[config.mk]
export PLATFORM = sky130hd
export DESIGN_NAME = hwdma_swap_adapter
export DESIGN_NICKNAME = d
export VERILOG_FILES = /design/src/rtl/hwsa_pkg.sv /design/src/rtl/hwsa_base_reg.sv /design/src/rtl/hwsa_req_form.sv /design/src/rtl/hwsa_lane_swap.sv /design/src/rtl/hwsa_seq.sv /design/src/rtl/hwdma_swap_adapter.sv
export SDC_FILE = /design/constraint.sdc
export NUM_CORES = 1
export LEC_CHECK = 0
export BUFFER_PORTS_ARGS = -buffer_cell sky130_fd_sc_hd__buf_4
export CAP_MARGIN = 10
export CELL_PAD_IN_SITES_DETAIL_PLACEMENT = 1
export CELL_PAD_IN_SITES_GLOBAL_PLACEMENT = 1
export CORE_MARGIN = 4
export CORE_UTILIZATION = 35
export CTS_CLUSTER_SIZE = 24
export DETAILED_ROUTE_END_ITERATION = 6
export GPL_TIMING_DRIVEN = 0
export PLACE_DENSITY_LB_ADDON = 0.12
export SLEW_MARGIN = 15
export SYNTH_ARGS = -nofsm -noshare
export SYNTH_HDL_FRONTEND = slang
export SYNTH_SLANG_ARGS = --single-unit
[constraint.sdc]
create_clock -name clk -period 2.6 [get_ports clk]
set_input_delay 0.26 -clock clk [delete_from_list [all_inputs] [get_ports clk]]
set_output_delay 0.26 -clock clk [all_outputs]
set_load 0.005 [all_outputs]
[src/rtl/hwsa_pkg.sv]
package hwsa_pkg;

   // Sequencer states; the order has no meaning outside the sequencer.
   typedef enum logic [1:0] {
      SEQ_IDLE   = 2'd0,
      SEQ_SETUP  = 2'd1,
      SEQ_MOVE   = 2'd2,
      SEQ_FINISH = 2'd3
   } seq_state_e;

   // Bytes moved by one memory beat.
   localparam int HALF_BYTES = 2;

endpackage

[src/rtl/hwsa_base_reg.sv]
module hwsa_base_reg #(
   parameter int AW = 32
) (
   input  logic          clk,
   input  logic          rst_n,
   input  logic          load,
   input  logic [AW-1:0] value,
   output logic [AW-1:0] base
);

   always_ff @(posedge clk or negedge rst_n) begin
      if (!rst_n) begin
         base <= '0;
      end else if (load) begin
         base <= value;
      end
   end

endmodule

[src/rtl/hwsa_req_form.sv]
module hwsa_req_form #(
   parameter int AW = 32,
   parameter int LW = 16
) (
   input  logic [AW-1:0] offset,
   input  logic [AW-1:0] base,
   input  logic [LW-1:0] len,
   input  logic          swap,
   output logic [AW-1:0] addr,
   output logic [LW-1:0] len_eff
);

   localparam logic [AW-1:0] ADDR_LSB = AW'(1);
   localparam logic [LW-1:0] LEN_LSB  = LW'(1);

   // Base is merged by OR; swapped transfers are forced to whole halfwords.
   always_comb begin
      addr    = offset | base;
      len_eff = len;
      if (swap) begin
         addr    = addr & ~ADDR_LSB;
         len_eff = len_eff & ~LEN_LSB;
      end
   end

endmodule

[src/rtl/hwsa_lane_swap.sv]
module hwsa_lane_swap #(
   parameter int LANES = 2
) (
   input  logic [8*LANES-1:0] din,
   input  logic               swap,
   output logic [8*LANES-1:0] dout
);

   logic [8*LANES-1:0] reversed;

   for (genvar g = 0; g < LANES; g++) begin : g_lane
      assign reversed[8*g +: 8] = din[8*(LANES-1-g) +: 8];
   end

   assign dout = swap ? reversed : din;

endmodule

[src/rtl/hwsa_seq.sv]
module hwsa_seq
   import hwsa_pkg::*;
#(
   parameter int AW          = 32,
   parameter int LW          = 16,
   parameter int CHUNK_BYTES = 64
) (
   input  logic          clk,
   input  logic          rst_n,
   input  logic          start,
   input  logic [AW-1:0] start_addr,
   input  logic [LW-1:0] start_len,
   input  logic          start_write,
   input  logic          start_swap,
   input  logic          src_valid,
   input  logic          sink_ready,
   output logic          idle,
   output logic          beat_valid,
   output logic [AW-1:0] beat_addr,
   output logic [1:0]    beat_be,
   output logic          beat_sob,
   output logic          beat_write,
   output logic          beat_swap,
   output logic          src_ready,
   output logic          fin
);

   localparam logic [LW-1:0] CHUNK_LEN = LW'(CHUNK_BYTES);
   localparam logic [LW-1:0] ONE       = LW'(1);
   localparam logic [LW-1:0] TWO       = LW'(HALF_BYTES);

   seq_state_e    state;
   logic [AW-1:0] addr_q;
   logic [LW-1:0] rem_q;
   logic [LW-1:0] beats_q;
   logic          write_q;
   logic          swap_q;
   logic          sob_q;

   logic [LW-1:0] chunk_len;
   logic [LW:0]   beats_ext;
   logic [LW-1:0] chunk_beats;
   logic [LW-1:0] rem_next;
   logic          hs;

   // Burst sizing: only swapped writes are bounded.
   always_comb begin
      if (write_q && swap_q && (rem_q > CHUNK_LEN)) begin
         chunk_len = CHUNK_LEN;
      end else begin
         chunk_len = rem_q;
      end
      beats_ext   = ({1'b0, chunk_len} + {{LW{1'b0}}, 1'b1}) >> 1;
      chunk_beats = beats_ext[LW-1:0];
      rem_next    = (rem_q == ONE) ? '0 : (rem_q - TWO);
   end

   assign idle       = (state == SEQ_IDLE);
   assign fin        = (state == SEQ_FINISH);
   assign beat_valid = (state == SEQ_MOVE) && (!write_q || src_valid);
   assign src_ready  = (state == SEQ_MOVE) && write_q && sink_ready;
   assign hs         = beat_valid && sink_ready;
   assign beat_addr  = addr_q;
   assign beat_be    = (rem_q == ONE) ? 2'b01 : 2'b11;
   assign beat_sob   = sob_q;
   assign beat_write = write_q;
   assign beat_swap  = swap_q;

   always_ff @(posedge clk or negedge rst_n) begin
      if (!rst_n) begin
         state   <= SEQ_IDLE;
         addr_q  <= '0;
         rem_q   <= '0;
         beats_q <= '0;
         write_q <= 1'b0;
         swap_q  <= 1'b0;
         sob_q   <= 1'b0;
      end else begin
         unique case (state)
            SEQ_IDLE: begin
               if (start) begin
                  addr_q  <= start_addr;
                  rem_q   <= start_len;
                  write_q <= start_write;
                  swap_q  <= start_swap;
                  state   <= (start_len == '0) ? SEQ_FINISH : SEQ_SETUP;
               end
            end
            SEQ_SETUP: begin
               beats_q <= chunk_beats;
               sob_q   <= 1'b1;
               state   <= SEQ_MOVE;
            end
            SEQ_MOVE: begin
               if (hs) begin
                  addr_q  <= addr_q + AW'(HALF_BYTES);
                  rem_q   <= rem_next;
                  beats_q <= beats_q - ONE;
                  sob_q   <= 1'b0;
                  if (beats_q == ONE) begin
                     state <= (rem_next == '0) ? SEQ_FINISH : SEQ_SETUP;
                  end
               end
            end
            SEQ_FINISH: begin
               state <= SEQ_IDLE;
            end
            default: begin
               state <= SEQ_IDLE;
            end
         endcase
      end
   end

endmodule

[src/rtl/hwdma_swap_adapter.sv]
module hwdma_swap_adapter #(
   parameter int AW          = 32,
   parameter int LW          = 16,
   parameter int CHUNK_BYTES = 64
) (
   input  logic          clk,
   input  logic          rst_n,
   input  logic          base_load,
   input  logic [AW-1:0] base_value,
   input  logic          req_valid,
   output logic          req_ready,
   input  logic [AW-1:0] req_offset,
   input  logic [LW-1:0] req_len,
   input  logic          req_write,
   input  logic          req_native,
   input  logic          wr_valid,
   output logic          wr_ready,
   input  logic [15:0]   wr_data,
   output logic          rd_valid,
   output logic [15:0]   rd_data,
   output logic          mem_valid,
   input  logic          mem_ready,
   output logic          mem_write,
   output logic [AW-1:0] mem_addr,
   output logic [1:0]    mem_be,
   output logic          mem_sob,
   output logic [15:0]   mem_wdata,
   input  logic [15:0]   mem_rdata,
   output logic          done
);

   localparam int LANES = hwsa_pkg::HALF_BYTES;

   // Elaboration-time parameter checks.
   if (CHUNK_BYTES < LANES || (CHUNK_BYTES % LANES) != 0) begin : g_bad_chunk
      $error("CHUNK_BYTES must be a positive multiple of the beat size");
   end
   if (LW < 2 || LW > 30 || CHUNK_BYTES >= (1 << LW)) begin : g_bad_len
      $error("LW must hold CHUNK_BYTES and stay below 31 bits");
   end
   if (AW < 2) begin : g_bad_addr
      $error("AW must be at least 2");
   end

   logic [AW-1:0] base_q;
   logic [AW-1:0] form_addr;
   logic [LW-1:0] form_len;
   logic          idle;
   logic          swap_act;
   logic          start;

   assign start     = req_valid && idle;
   assign req_ready = idle;

   hwsa_base_reg #(
      .AW (AW)
   ) u_base (
      .clk   (clk),
      .rst_n (rst_n),
      .load  (base_load),
      .value (base_value),
      .base  (base_q)
   );

   hwsa_req_form #(
      .AW (AW),
      .LW (LW)
   ) u_form (
      .offset  (req_offset),
      .base    (base_q),
      .len     (req_len),
      .swap    (!req_native),
      .addr    (form_addr),
      .len_eff (form_len)
   );

   hwsa_seq #(
      .AW          (AW),
      .LW          (LW),
      .CHUNK_BYTES (CHUNK_BYTES)
   ) u_seq (
      .clk         (clk),
      .rst_n       (rst_n),
      .start       (start),
      .start_addr  (form_addr),
      .start_len   (form_len),
      .start_write (req_write),
      .start_swap  (!req_native),
      .src_valid   (wr_valid),
      .sink_ready  (mem_ready),
      .idle        (idle),
      .beat_valid  (mem_valid),
      .beat_addr   (mem_addr),
      .beat_be     (mem_be),
      .beat_sob    (mem_sob),
      .beat_write  (mem_write),
      .beat_swap   (swap_act),
      .src_ready   (wr_ready),
      .fin         (done)
   );

   hwsa_lane_swap #(
      .LANES (LANES)
   ) u_wr_swap (
      .din  (wr_data),
      .swap (swap_act),
      .dout (mem_wdata)
   );

   hwsa_lane_swap #(
      .LANES (LANES)
   ) u_rd_swap (
      .din  (mem_rdata),
      .swap (swap_act),
      .dout (rd_data)
   );

   assign rd_valid = mem_valid && mem_ready && !mem_write;

endmodule

Word level (Yosys, flattened, before mapping)
Cells that the tools add are included.
Widths: inputs -> output; s select.
{"block": "word_totals", "in_bits": 120, "out_inout_bits": 73, "ram_bits": 0, "latchBits": 0, "mem_bits_ro": 0, "regBits": 101, "mem_count": 0}
{"block": "classes", "n_lt_le_gt_ge": 1, "n_div": 0, "reduce_logical": 20, "shifts": 0, "mul": 0, "eq_ne": 8, "n_bitwise": 1, "n_addsub": 4, "n_mux": 23}
{"operator": "$mux 16", "count": 7}
{"operator": "$mux 32", "count": 2}
{"operator": "$pmux 16 s2", "count": 2}
{"operator": "$pmux 32 s2", "count": 1}
{"operator": "$add 32x2->32 const B", "count": 1}
{"operator": "$eq 16x1->1 const B", "count": 2}
{"operator": "$logic_not 16->1", "count": 2}
{"operator": "$or 32x32->32", "count": 1}
{"operator": "$add 16x1->17 const B", "count": 1}
{"operator": "$gt 16x7->1 const B", "count": 1}
{"operator": "$sub 16x1->16 const B", "count": 1}
{"operator": "$sub 16x2->16 const B", "count": 1}
{"operator": "$mux 2", "count": 6}
{"operator": "$logic_and 1x1->1", "count": 8}
{"operator": "$pmux 2 s4", "count": 1}
{"operator": "$reduce_and 3->1", "count": 2}
{"operator": "$eq 2x2->1 const B", "count": 2}
{"operator": "$ne 2x1->1 const B", "count": 2}
{"operator": "$reduce_and 2->1", "count": 2}
{"operator": "$reduce_bool 2->1", "count": 2}
{"operator": "$mux 1", "count": 3}
{"operator": "$eq 2x1->1 const B", "count": 1}
{"operator": "$logic_not 1->1", "count": 2}
{"operator": "$logic_not 2->1", "count": 1}
{"operator": "other kinds (3)", "count": 3}

Longest topological paths before layout
{"block": "depth", "ltp_word": 7, "depth_mapped": 11}

Modules after synthesis
Synthesis repeated with hierarchy kept, for this count alone.
{"block": "hier_totals", "hier_cells": 754, "area_unflattened_um2": 7179.4}
{"mod": "hwsa_seq", "area_each_um2": 4994.8, "instances": 1, "cells_each": 599}
{"mod": "hwsa_base_reg", "area_each_um2": 1345.0, "instances": 1, "cells_each": 68}
{"mod": "hwsa_lane_swap", "area_each_um2": 249.0, "instances": 2, "cells_each": 18}
{"mod": "hwsa_req_form", "area_each_um2": 322.8, "instances": 1, "cells_each": 48}
{"mod": "hwdma_swap_adapter", "area_each_um2": 18.8, "instances": 1, "cells_each": 3}

Least setup slack after synthesis
Ideal clock, no wire load.
{"block": "synth_path", "path_type": "register -> register", "from": "reg u_seq.rem_q[2]", "to": "reg u_seq.beats_q[13]", "path_stages_with_launch": 12, "t_arrival_ns": 2.655, "synth_period_minus_slack_ns": 2.792, "setup_time_ns": 0.137, "path_slack_ns": -0.192, "cell_sequence": "dfrtp_1 -> buf_6 -> or4_4 -> o31ai_4 -> a21o_2 -> and2_1 -> ha_1 -> nand4_1 -> nor4b_1 -> nor3_1 -> a41oi_1 -> o311ai_1"}
{"block": "synth_between", "elab_chain_cells": 5}
{"item": "from (decl)", "line_no": "hwsa_seq.sv:34", "rtl": "logic [LW-1:0] rem_q;"}
{"item": "from (signal assigned)", "line_no": "hwsa_seq.sv:83", "rtl": "rem_q <= start_len;"}
{"item": "from (signal assigned)", "line_no": "hwsa_seq.sv:97", "rtl": "rem_q <= rem_next;"}
{"item": "$gt 16x7->1", "line_no": "hwsa_seq.sv:48", "rtl": "if (write_q && swap_q && (rem_q > CHUNK_LEN)) begin"}
{"item": "$logic_and 1x1->1", "line_no": "hwsa_seq.sv:48"}
{"item": "$mux 16 *", "line_no": "hwsa_seq.sv:48"}
{"item": "$add 16x1->17 *", "line_no": "hwsa_seq.sv:53", "rtl": "beats_ext = ({1'b0, chunk_len} + {{LW{1'b0}}, 1'b1}) >> 1;"}
{"item": "$pmux 16 s2 *", "line_no": "hwsa_seq.sv:79", "rtl": "unique case (state)"}
{"item": "to (signal assigned)", "line_no": "hwsa_seq.sv:90", "rtl": "beats_q <= chunk_beats;"}
{"item": "to (signal assigned)", "line_no": "hwsa_seq.sv:98", "rtl": "beats_q <= beats_q - ONE;"}
{"item": "to (decl)", "line_no": "hwsa_seq.sv:35", "rtl": "logic [LW-1:0] beats_q;"}
Every way passes the cells marked *; elsewhere a longest branch is shown, timed or not.
A chain may end at the register's enable or synchronous reset.

Final worst setup path
{"block": "layout_path", "from": "reg u_seq.rem_q[1]", "to": "reg u_seq.beats_q[13]"}
The elaborated chain is that of the path after synthesis.

==> impl.org <==
** Clock tree
- The H-tree was split into 3 levels.
- TritonCTS built the clock tree.
- Counting along the longest clock path gives a buffer depth of 2.
- Insertion delay to the later sink of the worst-skew pair :: 360 ps
- After clock tree synthesis, the flow added hold-fix buffers numbering 0.
- After clock tree synthesis, the clock-pin slew on the worst setup and hold paths is 80 ps.
- CTS buffer count :: 9
- For this design, the sink count on the clock tree is 101.
- Clock root cell :: sky130_fd_sc_hd__clkbuf_16

** Synthesis
- Top cell type's share of synthesized area :: 38.1%
- During synthesis, Yosys emitted a total of 0 warnings.
- Post-Synthesis Cell Area :: 6640 sq um
- The netlist uses 79 different library cells.
- Synthesis produced a netlist whose cell count is 725.
- Number of flops mapped to enable cells by yosys :: 0
- Top post-synthesis cells by area :: sky130_fd_sc_hd__dfrtp_1 (38%), sky130_fd_sc_hd__mux2_2 (11%), sky130_fd_sc_hd__o21ai_0 (3.6%)
- Cell type with the highest aggregate area in the netlist :: sky130_fd_sc_hd__dfrtp_1
- Net count after synthesis :: 850
- Mean instance size in the synthesized netlist :: 9.15 sq um
- Share of flip-flops with an asynchronous set or reset after synthesis :: 100%
- Number of synthesized register bits :: 101
- Among all flip-flop cells after synthesis, the most frequent one is sky130_fd_sc_hd__dfrtp_1.
- Sequential cells were found to cover 38.1% of the synthesized design area.

** Place
- After detailed placement, the total cell area comes to 8370 sq um.
- Placed wire-length estimate :: 21.1 mm
- Weighted congestion reported at the end of routability-driven placement :: 0.923
- Input and output buffers added on the ports amount to 190.

** Drt
- Antenna viol nets, final :: 0
- After detailed routing, the total wire length is 28.5 mm.
- DRC violation count after routing :: 0
- Total number of vias :: 7,070
- Dividing the detail-routed wire length by the instance count gives 24.1 microns.
- Pre-antenna DRT Iters :: 5
- The detailed router finished its first iteration with 486 violations.
- Dividing the detail-routed via count by the number of cells gives 5.98.

** Final layout
- Proportion of layout cells with a drive suffix above 1 :: 37.1%
- Final instance area :: 8940 sq um
- # diodes :: 0
- Final net count :: 1,068
- From synthesis to final layout, the design area changed by 34.7%.
- After filler insertion, the fill cell instance count of the layout stands at 2,207.

** Timing
- Subtracting the final worst setup slack from the clock period gives 2840 ps.
- Derived from the worst setup path, the maximum achievable clock frequency is 0.352 GHz.
- For the pin with the worst max-slew slack, the measured transition is 1060 ps.
- Largest clock skew in the final design :: 8.15 ps
- In the finished design, the share of the clock period the worst path needs comes to 109%.
- Final hold analysis gives a worst-case slack of -48.2 ps.
- The number of hold-slack violations in the final timing report is 12.
- Final Setup Violations :: 5
- In this run the tightest slew margin relative to its limit is 29.6%.
- RSZ-0062 raised after global routing :: yes
- The max-slew violation count was 0.
- Setup WS post-layout :: -243 ps
- Sum of negative setup slack :: -1090 ps

** Setup path
- STA classifies the critical path startpoint as a flip-flop.
- Data on the critical path arrives at its endpoint at 3070 ps.
- The largest individual stage delay along the critical path comes from the cell sky130_fd_sc_hd__or4_4.
- Worst setup EP type :: flip-flop
- Buffer and inverter count on the worst path :: 0
- Family with the most delay on the worst path :: simple AND/OR/NAND/NOR gates
- Delay of the slowest cell on the worst path :: 550 ps
- Critical path peak fanout :: 4
- Data on the critical path is required at its endpoint by 2830 ps.
- The worst setup path is of the reg2reg kind.
- CP Cell Sequence :: or4_4 > o31ai_4 > a21o_2 > and2_4 > ha_4 > nand4_1 > nor4b_4 > nor3_2 > a41oi_2 > o311ai_2

** Global routing
- Vias in the first global route :: 7,510
- Entering global routing, the biggest net connects 102 pins.
- Wire length of the first global-routing pass :: 44.2 mm
- In the global route stage, met1 resource usage came out at 32.9%.
- Met3 demand-to-capacity share in global routing :: 3.46%
- All-Layer GR Usage :: 26.3%
- Met2 GRT Util :: 45.6%
- Number of antenna violations at the first check in global routing :: 0
- Global routing finished with a remaining overflow of 0.
- Most used routing layer :: met2

** Die
- # IOs :: 193
- Die span in y :: 146 microns
- Effective utilization at floorplan :: 35.5%
- Cell Rows :: 50
- The floorplan step defined a die boundary enclosing 21,200 sq um.
- Horizontal die dimension :: 146 microns
- The core region is 18,700 sq um.

** Run
- Max-cap violations in this run came to 0.

** Outcome
- Violations in the final reports :: negative hold slack, negative setup slack
- Outcome :: complete, but fails checks

** Power
- Total power per unit cell area :: 1120 nW/um^2
- P_leak :: 0.00375 uW
- Highest ir drop seen on vdd :: 513 uV

** Min path
- Worst Hold Class :: in2async
what timing repair did:
action                     4_1_cts  5_1_grt
setup endpoints to repair       21       22
gates resized for setup         25       12
pin swaps                       13       12
setup buffers                   14        6
through the flow:
| step | worst slack, ps | std cells | util [%] | total power (uW) |
|---|---|---|---|---|
| finish | -243 | 1182 | 47.8 | 9970 |
| global route | -350 | 1182 | 47.8 | 10600 |
| CTS | -148 | 1176 | 47.3 | 9870 |
| detailed placement | -561 | 1149 | 44.7 | 8210 |
| global placement | -483 | 1149 | 44.7 | 8020 |
| floorplan | -53.1 | 725 | - | 5830 |
final cells by class:
| class | count | area (sq um) | area share [%] |
|---|---|---|---|
| plain buffers | 52 | 268 | 3.00 |
| flip-flops and latches | 101 | 2530 | 28.3 |
| inverters | 19 | 71.3 | 0.798 |
| repair buffers | 210 | 1580 | 17.7 |
| clock buffers | 10 | 229 | 2.56 |
| clock inverters | 6 | 52.6 | 0.588 |
| multi-input cells | 550 | 3910 | 43.7 |
| well taps | 234 | 293 | 3.28 |
where the power goes:
| group | switching (uW) | leakage, uW | internal (uW) |
|---|---|---|---|
| clock network | 706 | 0.000132 | 670 |
| registers | 755 | 0.00117 | 2140 |
| logic | 3310 | 0.00245 | 2390 |
| total | 4780 | 0.00375 | 5200 |
cells in the mapped netlist, drive strengths merged (7+ instances only):
cell and n:
or4 7, o31ai 7, and4 7, clkbuf 31, a41oi 7, xnor2 13
o31a 7, nor4 19, nor3 31, nand2 57, o21ai 58, mux2 65
a21oi 40, dfrtp 101, a31oi 13, nand3 32, and3 13, nand4 18
nor2 37, and2 7, buf 24, o22a 8, inv 19
worst reg2reg max path: cells and delay by family, from the launching register on:
family | cells | cell delay (ps)
compound gates | 4 | 820
flops | 1 | 440
fa+ha+maj | 1 | 140
simple gates | 5 | 1320
layer usage:
layer	wire length, microns	part of all wire (%)	vias to the layer above
met5	0	0	-
met3	1430	5.0	60
met2	14600	51	261
met4	902	3.2	0
met1	11600	41	3561
li1	-	-	3188
flip-flops by register name, summed over array words and instances, names as in the netlist:
signal            count
u_base.base          32
u_seq.beat_addr      32
u_seq.beats_q        16
u_seq.rem_q          16
u_seq.state           2
u_seq.beat_sob        1
u_seq.beat_swap       1
u_seq.beat_write      1
cells by family after synthesis:
kind of cell	Yosys count	share of synthesized area [%]
muxes	68	11.5
buffers and inverters	74	5.13
and+or+nand+nor	256	21.3
other	1	0.0565
DFF	101	38.1
AOI/OAI and AO/OA	204	20.9
adders and majority gates	5	0.943
xor gates and xnor gates	16	2.11
worst paths after layout:
path,from,slack (ps),endpoint,cells past startpoint
max,u_seq.rem_q[1],-240,u_seq.beats_q[13],10
min,rst_n,-50,u_seq.rem_q[9],1
max reg2reg,u_seq.rem_q[1],-240,u_seq.beats_q[13],10
min reg2reg,u_seq.beat_sob,490,u_seq.beat_sob,2
max in group asynchronous,rst_n,1790,u_seq.rem_q[14],1
min in group clk,req_write,100,u_seq.beat_write,3
cell usage in the layout (no fill, tap or decap), types with 19 or more instances in the layout:
master	netlist	routed
sky130_fd_sc_hd__a21oi_1	39	39
sky130_fd_sc_hd__buf_4	4	212
sky130_fd_sc_hd__clkbuf_1	30	25
sky130_fd_sc_hd__dfrtp_1	101	97
sky130_fd_sc_hd__inv_1	19	19
sky130_fd_sc_hd__mux2_2	64	64
sky130_fd_sc_hd__nand2_1	56	55
sky130_fd_sc_hd__nand3_1	32	31
sky130_fd_sc_hd__nor2_1	37	36
sky130_fd_sc_hd__nor3_1	29	28
sky130_fd_sc_hd__o21ai_0	48	48
No activity file was read; power rests on OpenSTA's default activity.
